===== src/rtl/gain_status_pkg.sv =====
package gain_status_pkg;
  localparam int DATA_W   = 8;
  localparam int ADDR_W   = 8;
  localparam int FINE_W   = 12;
  localparam int COARSE_W = 4;
  localparam int PROT_W   = 3;

  localparam logic [ADDR_W-1:0] ADDR_STATUS  = 8'h10;
  localparam logic [ADDR_W-1:0] ADDR_GAIN_LO = 8'h11;
  localparam logic [ADDR_W-1:0] ADDR_GAIN_HI = 8'h12;
  localparam logic [ADDR_W-1:0] ADDR_REQUEST = 8'h20;

  localparam logic [FINE_W-1:0]   FINE_UNITY   = 12'h800;
  localparam logic [COARSE_W-1:0] COARSE_UNITY = 4'b0101;

  localparam int FINE_HI_W = FINE_W - DATA_W;

  typedef struct packed {
    logic capture;   // load snapshot this edge
    logic pending;   // request outstanding
  } ctrlStrobes_t;
endpackage


===== src/rtl/gain_status_ctrl.sv =====
module gain_status_ctrl
  import gain_status_pkg::*;
(
  input  logic              clk,
  input  logic              rstN,
  input  logic              agcEnable,
  input  logic [ADDR_W-1:0] regAddr,
  input  logic              wrEn,
  input  logic [DATA_W-1:0] wrData,
  output ctrlStrobes_t      strobes
);
  logic reqFlag;
  logic reqWrite;

  // a new request counts only when none is pending; a pending one clears
  assign reqWrite = wrEn && (regAddr == ADDR_REQUEST) && wrData[0];

  always_ff @(posedge clk or negedge rstN) begin
    if (!rstN) begin
      reqFlag <= 1'b0;
    end else if (reqFlag) begin
      reqFlag <= 1'b0;
    end else if (reqWrite) begin
      reqFlag <= 1'b1;
    end
  end

  always_comb begin
    strobes.pending = reqFlag;
    strobes.capture = reqFlag && agcEnable;
  end
endmodule


===== src/rtl/gain_status_datapath.sv =====
module gain_status_datapath
  import gain_status_pkg::*;
(
  input  logic                clk,
  input  logic                rstN,
  input  ctrlStrobes_t        strobes,
  input  logic [FINE_W-1:0]   liveFine,
  input  logic [COARSE_W-1:0] liveCoarse,
  input  logic [DATA_W-1:0]   statusByte,
  input  logic [ADDR_W-1:0]   regAddr,
  output logic [FINE_W-1:0]   snapFine,
  output logic [COARSE_W-1:0] snapCoarse,
  output logic [DATA_W-1:0]   rdData
);
  always_ff @(posedge clk or negedge rstN) begin
    if (!rstN) begin
      snapFine   <= FINE_UNITY;
      snapCoarse <= COARSE_UNITY;
    end else if (strobes.capture) begin
      snapFine   <= liveFine;
      snapCoarse <= liveCoarse;
    end
  end

  always_comb begin
    unique case (regAddr)
      ADDR_STATUS:  rdData = statusByte;
      ADDR_GAIN_LO: rdData = snapFine[DATA_W-1:0];
      ADDR_GAIN_HI: rdData = {snapCoarse, snapFine[FINE_W-1 -: FINE_HI_W]};
      ADDR_REQUEST: rdData = {{(DATA_W-1){1'b0}}, strobes.pending};
      default:      rdData = '0;
    endcase
  end
endmodule


===== src/rtl/gain_status_bank.sv =====
module gain_status_bank
  import gain_status_pkg::*;
(
  input  logic              clk,
  input  logic              rstN,
  input  logic              agcEnable,
  input  logic [11:0]       liveFine,
  input  logic [3:0]        liveCoarse,
  input  logic              sigPresent,
  input  logic              weakSig,
  input  logic              palSwitch,
  input  logic              oddField,
  input  logic              colorKill,
  input  logic [2:0]        copyProt,
  input  logic [7:0]        regAddr,
  input  logic              wrEn,
  input  logic [7:0]        wrData,
  output logic [7:0]        rdData
);
  ctrlStrobes_t        strobes;
  logic                reqFlag;
  logic [FINE_W-1:0]   snapFine;
  logic [COARSE_W-1:0] snapCoarse;
  logic [DATA_W-1:0]   statusByte;

  assign statusByte = {sigPresent, weakSig, palSwitch, oddField, colorKill, copyProt};
  assign reqFlag    = strobes.pending;

  gain_status_ctrl u_ctrl (
    .clk(clk), .rstN(rstN), .agcEnable(agcEnable),
    .regAddr(regAddr), .wrEn(wrEn), .wrData(wrData), .strobes(strobes)
  );

  gain_status_datapath u_dp (
    .clk(clk), .rstN(rstN), .strobes(strobes),
    .liveFine(liveFine), .liveCoarse(liveCoarse), .statusByte(statusByte),
    .regAddr(regAddr), .snapFine(snapFine), .snapCoarse(snapCoarse), .rdData(rdData)
  );
endmodule


===== config.mk =====
export PLATFORM = sky130hd
export DESIGN_NAME = gain_status_bank
export DESIGN_NICKNAME = d
export VERILOG_FILES = /design/src/rtl/gain_status_pkg.sv /design/src/rtl/gain_status_ctrl.sv /design/src/rtl/gain_status_datapath.sv /design/src/rtl/gain_status_bank.sv
export SDC_FILE = /design/constraint.sdc
export NUM_CORES = 1
export LEC_CHECK = 0
export BUFFER_PORTS_ARGS = -buffer_cell sky130_fd_sc_hd__clkbuf_2
export CAP_MARGIN = 20
export CORE_AREA = 4 4 50 52
export CTS_CLUSTER_SIZE = 25
export DETAILED_ROUTE_END_ITERATION = 10
export DIE_AREA = 0 0 54 56
export HOLD_SLACK_MARGIN = 0.03
export MAX_ROUTING_LAYER = met4
export PLACE_DENSITY = 0.77
export REMOVE_ABC_BUFFERS = 1
export SLEW_MARGIN = 20
export SYNTH_ARGS = -nofsm -noshare
export SYNTH_HDL_FRONTEND = slang
export SYNTH_SLANG_ARGS = --single-unit

===== constraint.sdc =====
create_clock -name clk -period 5.05 [get_ports clk]
set_input_delay 1.01 -clock clk [delete_from_list [all_inputs] [get_ports clk]]
set_output_delay 1.01 -clock clk [all_outputs]
set_load 0.05 [all_outputs]

# After elaboration in Yosys (flattened, before gate mapping)
# Index checks and enable logic that the tools add are counted.
[word_totals] regBits=17 elab_cells=13 inputBits=44
[classes] reduce_logical=3 n_eq_ne=4 n_mux=3
[ops] op="$pmux W8 S4" n=1
[ops] op="$eq A8 B5 Y1 const B" n=3
[ops] op="$eq A8 B6 Y1 const B" n=1
[ops] op="$logic_and A1 B1 Y1" n=3
[ops] op="$mux W1" n=2

# Depth between registers and ports, before layout
[logic_depth] depth_word=5 depth_mapped=4 depth_no_buf=3

# Hierarchy
# Synthesis repeated with hierarchy kept, for this count alone.
[hier_totals] cells_unflattened=75 hier_area_um2=917.1
[modules_own_cells] mod="gain_status_datapath" n_inst=1 cells_each=68 area_per_inst_um2=849.6
[modules_own_cells] mod="gain_status_ctrl" n_inst=1 cells_each=7 area_per_inst_um2=67.6

# Worst setup path before layout
# OpenSTA, ideal clock, no wires.
[synth_path] path_kind="input port to output port" from="input regAddr[5]" to="output rdData[0]" arrival_time_ns=2.600 stages=4 setup_slack_ns=1.440 required_ns=4.040 path_cell_list="or4b_1 -> buf_6 -> nor4b_4 -> a221o_1"
[synth_via] elab_chain_len=2 word_cells_on_any_way=5
[synth_rtl] element="from (decl)" line_no="gain_status_bank.sv:15" text="input logic [7:0] regAddr,"
[synth_rtl] element="$eq A8 B6 Y1 / $eq A8 B5 Y1 (equally long branches)" line_no="gain_status_datapath.sv:26" text="unique case (regAddr)"
[synth_rtl] element="$pmux W8 S4 *" line_no="gain_status_datapath.sv:26"
[synth_rtl] element="to (decl)" line_no="gain_status_bank.sv:18" text="output logic [7:0] rdData"
# Mark *: on every way between the ends. The rest lies on a longest branch, timed or not.

# Worst setup path in the final report
[layout_path] from="input regAddr[5]" to="output rdData[5]"
# The elaborated chain is that of the path after synthesis.

==> summary.md <==
| Metric | Value |
|---|---|
| Total length of routed wires | `approximately 2000 um` |
| Final Cycle Share | `between 70% and 80%` |
| Most used cell, CP | `clkbuf_2` |
| DIE AREA | `~3000 um2` |
| Sink Count | `17` |
| RSZ-0062 raised after global routing | `false` |
| Max Fclk | `roughly 260 MHz` |
| Top Ports | `52` |
| Worst EP arrival | `approximately 2.9 ns` |
| Post-CTS Hold Fix Bufs | `0` |
| Max-slew violation count | `0` |
| Avg Vias per Cell | `roughly 5.3` |
| CTS clk-pin slew, worst paths | `0.10 ns` |
| MaxCap Viol Count | `0` |
| Remaining global-route overflow | `0` |
| Power per cell area | `between 200 and 250 nW/um2` |
| Num rows | `17` |
| Setup ws final | `between 1 and 1.5 ns` |
| Post-cts sizing count | `0` |
| Syn_area_per_cell | `roughly 13 um2` |
| Die width | `roughly 54 um` |
| ANT nets after route | `0` |
| Worst Skew | `approximately 0.0089 ns` |
| Count of different cell masters after synthesis | `19` |
| First DRT Iteration DRCs | `16` |
| Vias in the first global route | `slightly below 800` |
| Slew Limit Headroom | `a little under three fifths` |
| Core region area | `2106 um2` |
| Tightest Pin Transition | `approximately 0.65 ns` |
| GPL Wtd Cong | `about 0.8` |
| RR Startpoint | `u_ctrl.reqFlag` |
| Post-DP HPWL | `1606 um` |
| HP Class | `register to register` |
| Clock buffer depth | `2` |
| Slowest stage delay, CP | `about 0.72 ns` |
| Largest net degree at the start of global routing | `18` |
| Final number of hold-violating endpoints | `0` |
| Warnings from Yosys | `0` |
| DR DRC count | `0` |
| Ant diodes | `0` |
| Hold Path Depth | `1` |
| Worst EP required | `4.04 ns` |
| Pre-Repair DR Iteration Count | `4` |
| Clock Tree Root | `clkbuf_4` |
| Height of the die | `roughly 56 um` |
| Drt wl/cell | `around 15 um` |
| Port Buffers | `between 40 and 50` |
| Critical Path End | `rdData[5]` |
| Worst hold slack | `approximately 0.51 ns` |
| VDD IR max | `roughly 0.13 mV` |
| Fin Setup TNS | `0 ns` |
| Crit Path Class | `input port to output port` |
| Share of layout cells above drive strength 1 | `66.07%` |
| Post-Place Worst Slack | `roughly 1.1 ns` |
| CTS tree | `built` |
| Reg2reg end | `u_dp.snapFine[3]` |
| Clock insertion delay at the later pin of the skew report | `just under 0.3 ns` |
| H-tree depth | `1` |
| Finish-stage setup viols | `0` |
| Initial antenna violation count | `0` |
| Pleak | `around 0.61 nW` |
| Area of the mapped netlist | `~900 um2` |
| Layout Area Growth over Synthesis | `28.04%` |
| Sequence of cells on the critical path | `clkbuf_2 -> or4b_1 -> nor4b_4 -> a221o_1 -> clkbuf_2` |
| Vias | `740` |
| Starting Density | `a little over two fifths` |
| # Post-CTS Setup Buffers | `0` |
| Total power | `around 0.24 mW` |
| Slowest-stage cell, CP | `or4b_1` |
| Tmin final | `between 3 and 4 ns` |
| Worst R2R Path Depth | `2` |
| Outcome | `completed` |
| First-pass GRT wire length | `3394 um` |
| Hold_sp | `u_dp.snapFine[4]` |
| GR Util All Layers | `~15%` |
| CP Launch Type | `input port` |
| Reg-to-reg slack, setup | `3.64 ns` |
| Critical Path Source | `regAddr[5]` |
| Seq/Total Area, Yosys | `around 47%` |
| Nets@finish | `~160` |
| Max Fanout on Critical Path | `8` |
| Critical Path End Type | `output port` |
| Cells after synthesis | `between 60 and 70` |
| Flops & latches, synth | `17` |
| Number of CTS-inserted buffers | `3` |
[routing by layer]
layer | part of all wire [%] | wire length (um) | global-route usage (%)
met5 | 0 | 0 | -
met4 | 1.0 | 21 | 8.185
met3 | 4.8 | 98 | 1.609
met2 | 53 | 1074 | 23.70
met1 | 41 | 836 | 19.02
[logic make-up after synthesis]
family | count (synthesis) | share of synthesized area (%)
buf+inv | 5 | 3.038
mux | 17 | 20.99
simple gates | 22 | 19.20
compound gates | 8 | 9.392
flops | 17 | 47.38
[synth_stat cells]
master    count  area, um2
or4b_1        1      10.01
or4b_2        1      10.01
nand2_1       5      18.77
and3_1        3      18.77
nor4b_4       1      23.77
mux2i_1       1      10.01
clkbuf_1      3      11.26
buf_2         1      5.000
nor4b_1       2      17.52
a221o_1       4      40.04
or2_2         1      6.260
nor4_1        6      37.54
mux2_2       16      180.2
a221o_2       4      45.04
dfrtp_1      14      350.3
and4b_1       1      10.01
buf_6         1      11.26
nor4_4        1      21.27
dfstp_2       3      78.83
[per-stage QoR]
| step | instance area, um2 | std cells | util [%] |
|---|---|---|---|
| finish | 1160 | 140 | 55.08 |
| global route | 1160 | 140 | 55.08 |
| CTS | 1160 | 140 | 55.08 |
| detailed placement | 1134 | 136 | 53.83 |
| global placement | 1134 | 136 | 53.83 |
| floorplan | 878.3 | 64 | - |
[worst max-delay path: cells and delay by family]
kind	cells	cell delay, ns
compound gates	1	0.24
buf+inv	2	0.36
simple gates	2	1.27
[placed cells by master, fill, tap and decap left out, types with 2 or more instances in the layout]
| master | n |
|---|---|
| clkbuf_4 | 3 |
| nor4b_1 | 2 |
| nor4_1 | 6 |
| mux2_2 | 16 |
| a221o_2 | 4 |
| nand2_1 | 5 |
| dfstp_2 | 3 |
| dfrtp_1 | 14 |
| a221o_1 | 4 |
| and3_1 | 3 |
| clkbuf_2 | 44 |
[power by group]
group | switching, mW | internal, mW | total [mW]
clock network | 0.0415 | 0.0306 | 0.0722
registers | 0.000904 | 0.138 | 0.139
logic | 0.0129 | 0.0135 | 0.0264
total | 0.0553 | 0.182 | 0.238
[flip-flops by register name, summed over array words and instances, names as in the netlist]
signal	cells
u_dp.snapFine	12
u_dp.snapCoarse	4
u_ctrl.reqFlag	1
[layout make-up]
type                    instances  area [um2]
fillers                       197       945.9
multi-input cells              47       449.2
flip-flops and latches         17       429.2
repair buffers                 44       220.2
well taps                      28       35.03
clock buffers                   4       26.28
[worst min-delay path by stage]
stage | end | slack (ns)
finish | u_dp.snapFine[4] | 0.51
global route | u_dp.snapFine[9] | 0.53
CTS | u_dp.snapFine[4] | 0.51
detailed placement | u_dp.snapFine[4] | 0.48
global placement | u_dp.snapFine[4] | 0.49
floorplan | u_dp.snapFine[2] | 0.47
Note: power is estimated with default switching activity, not from simulation.
